==> src/rtl/cal_pkg.sv <==
package cal_pkg;

    parameter int WORD_W  = 32;
    parameter int SEC_W   = 6;
    parameter int MIN_W   = 6;
    parameter int HR_W    = 5;
    parameter int DAY_W   = 5;
    parameter int MON_W   = 4;
    parameter int YR_W    = 6;
    parameter int SEL_W   = 3;

    localparam int MIN_LSB = SEC_W;
    localparam int HR_LSB  = MIN_LSB + MIN_W;
    localparam int DAY_LSB = HR_LSB + HR_W;
    localparam int MON_LSB = DAY_LSB + DAY_W;
    localparam int YR_LSB  = MON_LSB + MON_W;

    localparam logic [YR_W-1:0] YR_MAX = {YR_W{1'b1}};

    typedef struct packed {
        logic [YR_W-1:0]  year;
        logic [MON_W-1:0] month;
        logic [DAY_W-1:0] day;
        logic [HR_W-1:0]  hour;
        logic [MIN_W-1:0] minute;
        logic [SEC_W-1:0] second;
    } cal_time_t;

    typedef enum logic [0:0] {
        SEQ_OFF = 1'b0,
        SEQ_RUN = 1'b1
    } seq_state_e;

    function automatic cal_time_t start_time(input logic fmt12);
        cal_time_t t;
        t        = '0;
        t.month  = MON_W'(1);
        t.day    = DAY_W'(1);
        t.hour   = fmt12 ? HR_W'(12) : HR_W'(0);
        return t;
    endfunction

    function automatic logic [DAY_W-1:0] last_day(input logic [MON_W-1:0] mon,
                                                  input logic [YR_W-1:0]  yr);
        logic [DAY_W-1:0] d;
        unique case (mon)
            MON_W'(2):                         d = (yr[1:0] == 2'b00) ? DAY_W'(29) : DAY_W'(28);
            MON_W'(4), MON_W'(6),
            MON_W'(9), MON_W'(11):             d = DAY_W'(30);
            default:                           d = DAY_W'(31);
        endcase
        return d;
    endfunction

    function automatic logic [WORD_W-1:0] low_ones(input int n);
        logic [WORD_W-1:0] m;
        for (int i = 0; i < WORD_W; i++) begin
            m[i] = (i < n);
        end
        return m;
    endfunction

    function automatic logic [WORD_W-1:0] field_mask(input logic [SEL_W-1:0] sel);
        logic [WORD_W-1:0] m;
        unique case (sel)
            SEL_W'(1): m = low_ones(MIN_LSB);
            SEL_W'(2): m = low_ones(HR_LSB);
            SEL_W'(3): m = low_ones(DAY_LSB);
            SEL_W'(4): m = low_ones(MON_LSB);
            SEL_W'(5): m = low_ones(YR_LSB);
            SEL_W'(6): m = low_ones(WORD_W);
            default:   m = '0;
        endcase
        return m;
    endfunction

endpackage

==> src/rtl/cal_step.sv <==
module cal_step
    import cal_pkg::*;
(
    input  cal_time_t cur,
    input  logic      fmt12,
    output cal_time_t nxt,
    output logic      wrap
);

    logic c_min, c_hr, c_day, c_mon, c_yr;
    logic [3:0] h_low;
    logic       h_pm;

    always_comb begin
        nxt   = cur;
        h_low = cur.hour[3:0];
        h_pm  = cur.hour[4];

        c_min = (cur.second == SEC_W'(59));
        nxt.second = c_min ? '0 : cur.second + SEC_W'(1);

        c_hr = 1'b0;
        if (c_min) begin
            c_hr = (cur.minute == MIN_W'(59));
            nxt.minute = c_hr ? '0 : cur.minute + MIN_W'(1);
        end

        c_day = 1'b0;
        if (c_hr) begin
            if (fmt12) begin
                if (h_low == 4'd11) begin
                    c_day    = h_pm;
                    nxt.hour = {~h_pm, 4'd12};
                end else if (h_low == 4'd12) begin
                    nxt.hour = {h_pm, 4'd1};
                end else begin
                    nxt.hour = {h_pm, h_low + 4'd1};
                end
            end else begin
                c_day    = (cur.hour == HR_W'(23));
                nxt.hour = c_day ? '0 : cur.hour + HR_W'(1);
            end
        end

        c_mon = 1'b0;
        if (c_day) begin
            c_mon   = (cur.day == last_day(cur.month, cur.year));
            nxt.day = c_mon ? DAY_W'(1) : cur.day + DAY_W'(1);
        end

        c_yr = 1'b0;
        if (c_mon) begin
            c_yr      = (cur.month == MON_W'(12));
            nxt.month = c_yr ? MON_W'(1) : cur.month + MON_W'(1);
        end

        wrap = 1'b0;
        if (c_yr) begin
            wrap     = (cur.year == YR_MAX);
            nxt.year = cur.year + YR_W'(1);
        end
    end

endmodule

==> src/rtl/cal_alarm.sv <==
module cal_alarm
    import cal_pkg::*;
(
    input  logic [WORD_W-1:0] cur,
    input  logic [WORD_W-1:0] alarm,
    input  logic [SEL_W-1:0]  sel,
    output logic              hit
);

    logic [WORD_W-1:0] mask;

    always_comb begin
        mask = field_mask(sel);
        hit  = (mask != '0) && (((cur ^ alarm) & mask) == '0);
    end

endmodule

==> src/rtl/cal_seq.sv <==
module cal_seq
    import cal_pkg::*;
(
    input  logic clk,
    input  logic rst_n,
    input  logic enable,
    input  logic tick,
    input  logic load_en,
    input  logic hit,
    input  logic wrap,
    input  logic match_clr,
    output logic fmt_cap,
    output logic do_step,
    output logic do_clear,
    output logic set_alarm,
    output logic set_ovf
);

    seq_state_e st_q, st_d;

    always_comb begin
        st_d = st_q;
        unique case (st_q)
            SEQ_OFF: if (enable)  st_d = SEQ_RUN;
            SEQ_RUN: if (!enable) st_d = SEQ_OFF;
            default: st_d = SEQ_OFF;
        endcase
    end

    always_ff @(posedge clk or negedge rst_n) begin
        if (!rst_n) st_q <= SEQ_OFF;
        else        st_q <= st_d;
    end

    always_comb begin
        fmt_cap   = 1'b0;
        do_step   = 1'b0;
        do_clear  = 1'b0;
        set_alarm = 1'b0;
        set_ovf   = 1'b0;
        unique case (st_q)
            SEQ_OFF: fmt_cap = 1'b1;
            SEQ_RUN: begin
                if (enable && tick && !load_en) begin
                    set_alarm = hit;
                    do_clear  = hit && match_clr;
                    do_step   = !(hit && match_clr);
                    set_ovf   = (hit && match_clr) || wrap;
                end
            end
            default: fmt_cap = 1'b0;
        endcase
    end

endmodule

==> src/rtl/rtc_calendar.sv <==
module rtc_calendar
    import cal_pkg::*;
(
    input  logic        clk,
    input  logic        rst_n,
    input  logic        enable,
    input  logic        tick,
    input  logic        hour12,
    input  logic        load_en,
    input  logic [31:0] load_time,
    input  logic [31:0] alarm_value,
    input  logic [2:0]  alarm_sel,
    input  logic        match_clr,
    input  logic        alarm_ack,
    input  logic        ovf_ack,
    output logic [31:0] time_now,
    output logic        alarm_flag,
    output logic        ovf_flag
);

    cal_time_t time_q, time_nxt;
    logic      fmt_q;
    logic      alarm_q, ovf_q;
    logic      hit, wrap;
    logic      fmt_cap, do_step, do_clear, set_alarm, set_ovf;

    cal_step u_step (
        .cur   (time_q),
        .fmt12 (fmt_q),
        .nxt   (time_nxt),
        .wrap  (wrap)
    );

    cal_alarm u_alarm (
        .cur   (time_q),
        .alarm (alarm_value),
        .sel   (alarm_sel),
        .hit   (hit)
    );

    cal_seq u_seq (
        .clk       (clk),
        .rst_n     (rst_n),
        .enable    (enable),
        .tick      (tick),
        .load_en   (load_en),
        .hit       (hit),
        .wrap      (wrap),
        .match_clr (match_clr),
        .fmt_cap   (fmt_cap),
        .do_step   (do_step),
        .do_clear  (do_clear),
        .set_alarm (set_alarm),
        .set_ovf   (set_ovf)
    );

    always_ff @(posedge clk or negedge rst_n) begin
        if (!rst_n) begin
            fmt_q  <= 1'b0;
            time_q <= start_time(1'b0);
        end else begin
            if (fmt_cap) fmt_q <= hour12;
            if (load_en)       time_q <= cal_time_t'(load_time);
            else if (do_clear) time_q <= start_time(fmt_q);
            else if (do_step)  time_q <= time_nxt;
        end
    end

    always_ff @(posedge clk or negedge rst_n) begin
        if (!rst_n) begin
            alarm_q <= 1'b0;
            ovf_q   <= 1'b0;
        end else begin
            if (set_alarm)      alarm_q <= 1'b1;
            else if (alarm_ack) alarm_q <= 1'b0;
            if (set_ovf)        ovf_q   <= 1'b1;
            else if (ovf_ack)   ovf_q   <= 1'b0;
        end
    end

    assign time_now   = time_q;
    assign alarm_flag = alarm_q;
    assign ovf_flag   = ovf_q;

endmodule

==> config.mk <==
export PLATFORM = sky130hd
export DESIGN_NAME = rtc_calendar
export DESIGN_NICKNAME = d
export VERILOG_FILES = /design/src/rtl/cal_pkg.sv /design/src/rtl/cal_step.sv /design/src/rtl/cal_alarm.sv /design/src/rtl/cal_seq.sv /design/src/rtl/rtc_calendar.sv
export SDC_FILE = /design/constraint.sdc
export NUM_CORES = 1
export LEC_CHECK = 0
export CORE_UTILIZATION = 41
export DETAILED_ROUTE_END_ITERATION = 7
export PLACE_DENSITY = 0.78
export SYNTH_ARGS = -nofsm -noshare
export SYNTH_HDL_FRONTEND = slang
export SYNTH_SLANG_ARGS = --single-unit
==> constraint.sdc <==
create_clock -name clk -period 3.3 [get_ports clk]
set_clock_uncertainty 0.2 [all_clocks]
set_input_delay 0.33 -clock clk [delete_from_list [all_inputs] [get_ports clk]]
set_output_delay 0.33 -clock clk [all_outputs]
set_load 0.01 [all_outputs]
==> impl_results.rst <==
.. list-table::
   :header-rows: 1

   * - Metric
     - Value
   * - Overall Global Routing Usage
     - 0.256
   * - Count of hold-fix buffers inserted at cts
     - 1
   * - Layout cells sized above 1
     - 0.0864
   * - RD Place Congestion
     - ~0.91
   * - IO Count
     - 110
   * - Overall die area
     - about 7700 um^2
   * - Maximum capacitance violations
     - 0
   * - Global-route wire length before repair
     - about 15,000 um
   * - Count of non-filler cells in the finished layout
     - about 580
   * - Total of flip-flops plus latches after synthesis
     - 36
   * - Setup ws final
     - about 0.12 ns
   * - Number of flops mapped to enable cells by yosys
     - 0
   * - Power Internal
     - between 0.9 and 1 mW
   * - Ratio of total power to cell area
     - about 350 nW/um^2
   * - Place WS
     - 0.163 ns
   * - IR drop worst, VDD
     - 0.190 mV
   * - Number of global-route vias before repair
     - roughly 3,000
   * - Min-Delay Path Class
     - flop to flop
   * - Area Growth Syn to Fin
     - 45.0%
   * - Critical-path cell list
     - inv_1 > ha_1 > o21ai_1 > nand3b_1 > and3_1 > or4_4 > nor3b_4 > nand2_2 > o31a_1 > o22a_1
   * - Type of origin of the critical path
     - flop
   * - Crit path arrival time
     - ~3.2 ns
   * - Run status
     - finished, final reports clean
   * - Share of synthesized area spent on multiplexers
     - 0.0175
   * - Clock network fraction of total power
     - 0.224
   * - Fraction of power consumed by combinational cells
     - 0.380
   * - Crit path required time
     - around 3.3 ns
   * - Largest net degree at the start of global routing
     - 37
   * - Proportion of synthesized flip-flops having asynchronous set or reset
     - 1.00
   * - Peak clock frequency supported by timing
     - around 310 MHz
   * - TNS Setup
     - 0 ns
   * - Leakage
     - around 1.7 nW
   * - Post-synthesis instance area
     - about 3000 um^2
   * - Fraction of the core area covered by cells at the end of the flow
     - 0.629
   * - Number of detailed-route iterations in the first pass
     - 5
   * - Bufs and invs on worst path
     - 1
   * - Initial DRC count
     - 200
   * - Xor/xnor cell area share of the yosys netlist
     - 0.0994
   * - Residual overflow from global routing
     - 0
   * - Remaining antenna violation count after routing
     - 0
   * - Commonest cells in the synthesized netlist
     - sky130_fd_sc_hd__nand2_1 (41), sky130_fd_sc_hd__dfrtp_1 (34), sky130_fd_sc_hd__a21oi_1 (26), sky130_fd_sc_hd__o21ai_0 (26), sky130_fd_sc_hd__nand3_1 (23)
   * - Crit path max-delay family
     - simple AND/OR/NAND/NOR gates
   * - Largest cells by area after synthesis
     - sky130_fd_sc_hd__dfrtp_1 (28%), sky130_fd_sc_hd__xnor2_1 (5.8%), sky130_fd_sc_hd__nand2_1 (5.1%), sky130_fd_sc_hd__ha_1 (4.6%), sky130_fd_sc_hd__a21oi_1 (4.3%)
   * - Sequential cell fraction of total power
     - 0.396
   * - Proportion of synthesized chip area in sequential cells
     - 0.302
   * - Number of distinct standard cells referenced by the synthesized netlist
     - 64
   * - Sw Ratio
     - 0.347
   * - CP max FO
     - 9
   * - Largest stage delay on the critical path
     - between 0.5 and 0.6 ns
   * - Worst setup path category
     - flop to flop
   * - Number of synthesis warnings
     - 0
   * - Most area-hungry cell type in the Yosys netlist
     - sky130_fd_sc_hd__dfrtp_1
   * - Total of buffers placed on input and output ports
     - 109
   * - Placed insts
     - roughly 570
   * - Post-synth top flop
     - sky130_fd_sc_hd__dfrtp_1
   * - Area share of the leading cell type in the synthesized netlist
     - 0.284
   * - Routed len/inst
     - around 17 um
   * - Fill cells
     - roughly 620
   * - Post-Syn Instances
     - 372
   * - Number of remaining DRC errors
     - 0
   * - Number of instances resized during post-cts repair
     - 0
   * - Core footprint
     - between 6000 and 7000 um^2
   * - Synthesized-area fraction occupied by ao, oa, aoi and oai cells
     - 0.247
   * - Initial antenna violation count
     - 0
   * - Adder and majority gate portion of the synthesized area
     - 0.0459
   * - Number of nets in the layout
     - approximately 570
   * - Number of max-slew violations in the final report
     - 0
   * - Post-Route WL
     - around 9600 um
   * - Worst slew slack as a fraction of its limit
     - 0.421
   * - Final HPWL DP
     - between 7000 and 8000 um
   * - Clock buffer count from CTS
     - 5
   * - Clock insertion delay at the later pin of the skew report
     - 0.29 ns
   * - Critical path capture point type
     - flop
   * - Endpoints failing hold
     - 0
   * - Post-synthesis average cell area
     - ~8.1 um^2
   * - Unrepaired setup endpoints after global routing
     - false
   * - Effective utilization at floorplan
     - 0.434
   * - Post-DR vias/cell
     - 5.68
   * - CTS clk-pin slew, worst paths
     - 0.08 ns
   * - Simple-gate share of the synthesized area
     - 0.235
   * - Total vias in the final route
     - 3,305
   * - Final critical path time including I/O delays and setup
     - roughly 3.2 ns
   * - Final antenna diode count
     - 0
   * - Worst-case clock buffer depth
     - 2
   * - Overall die height
     - between 80 and 90 um
   * - Post-CTS Setup Bufs
     - 0
   * - CTS tree
     - built
   * - Most instantiated library cell after synthesis
     - sky130_fd_sc_hd__nand2_1
   * - Clock sinks
     - 36
   * - Row Count
     - 30
   * - Period Utilization, post-route
     - 0.964
   * - Cell type of the slowest stage on the worst timing path
     - sky130_fd_sc_hd__or4_4
   * - Width of the chip
     - 87.5 um
   * - Worst Max-Slew Pin Slew
     - roughly 0.87 ns
   * - Main combinational cell family by area after synthesis
     - compound AO/OA/AOI/OAI gates
   * - Number of nets in the synthesized netlist
     - roughly 460
   * - Root buffer cell
     - sky130_fd_sc_hd__clkbuf_8
   * - Count of endpoints failing setup in the final report
     - 0
   * - Switching power of the nets
     - around 0.52 mW
   * - Max H-tree Level
     - 2
[cell type report]
class | count | area, um^2 | area share
Tap cell | 96 | 120 | 0.0276
Multi-Input combinational cell | 297 | 1930 | 0.445
Clock buffer | 6 | 82.6 | 0.0190
Inverter | 20 | 75.1 | 0.0173
Clock inverter | 2 | 10.0 | 0.00230
Sequential cell | 36 | 903 | 0.208
Timing Repair Buffer | 125 | 1220 | 0.281
[cells by family (layout without fill, tap and decap cells)]
kind of cell	after synthesis	in the layout
DFF	36	36
buffers and inverters	39	153
and+or+nand+nor	135	135
muxes	5	5
adders and majority gates	11	11
AOI/OAI and AO/OA	112	112
xor gates and xnor gates	34	34
[worst min-delay path, delay by kind of cell (launching register included)]
| family | cells | cell delay, ns |
|---|---|---|
| flip-flops | 1 | 0.35 |
| AO/OA/AOI/OAI | 2 | 0.14 |
[worst paths after layout]
| check | startpoint | endpoint | slack, ns | cells past startpoint |
|---|---|---|---|---|
| min in group asynchronous | rst_n | time_now[29] | 0.49 | 2 |
| max in group asynchronous | rst_n | time_now[0] | 1.86 | 2 |
| max reg2reg | time_now[23] | time_now[30] | 0.12 | 10 |
| max | time_now[23] | time_now[30] | 0.12 | 10 |
| min | ovf_flag | ovf_flag | 0.33 | 2 |
| min reg2reg | ovf_flag | ovf_flag | 0.33 | 2 |
[power groups by stage]
| stage | Clock, mW | Combinational (mW) | Sequential, mW |
|---|---|---|---|
| finish | 0.337 | 0.572 | 0.597 |
| global placement | 0 | 0.558 | 0.600 |
| global route | 0.362 | 0.624 | 0.607 |
| CTS | 0.343 | 0.573 | 0.595 |
| detailed placement | 0 | 0.568 | 0.604 |
| floorplan | 0 | 0.269 | 0.600 |
[cells in the final DEF, fill, tap and decap left out, types with 4 or more instances in the layout]
cell type,n
sky130_fd_sc_hd__o31ai_1,4
sky130_fd_sc_hd__a22oi_1,4
sky130_fd_sc_hd__a2bb2oi_1,4
sky130_fd_sc_hd__o211ai_1,7
sky130_fd_sc_hd__nand2_1,41
sky130_fd_sc_hd__a21oi_1,26
sky130_fd_sc_hd__xor2_1,14
sky130_fd_sc_hd__nand3_1,23
sky130_fd_sc_hd__inv_1,19
sky130_fd_sc_hd__a31oi_1,5
sky130_fd_sc_hd__nor2_1,22
sky130_fd_sc_hd__xnor2_1,20
sky130_fd_sc_hd__nand4_1,9
sky130_fd_sc_hd__clkbuf_8,6
sky130_fd_sc_hd__o21ai_0,26
sky130_fd_sc_hd__clkdlybuf4s50_1,108
sky130_fd_sc_hd__nor4_1,5
sky130_fd_sc_hd__buf_4,14
sky130_fd_sc_hd__nor3_1,5
sky130_fd_sc_hd__ha_1,11
sky130_fd_sc_hd__dfrtp_1,34
[per-stage QoR]
stage | hold slack [ns] | area (um^2) | power, mW
final | 0.330 | 4340 | 1.51
after global routing | 0.341 | 4340 | 1.59
after CTS | 0.331 | 4340 | 1.51
after detailed placement | 0.294 | 4240 | 1.17
after global placement | 0.282 | 4240 | 1.16
after floorplan | -0.166 | 3000 | 0.869
[sequential cells by signal, summed over array words and instances (netlist names)]
signal / flops
ovf_flag: 1
alarm_flag: 1
time_now: 32
fmt_q: 1
u_seq.st_q: 1
[layer usage]
metal	GRT usage	part of all wire
met5	0	0
met4	0.0805	0.019
met3	0.0493	0.061
met2	0.416	0.47
met1	0.342	0.45
Note: power is estimated with default switching activity, not from simulation.
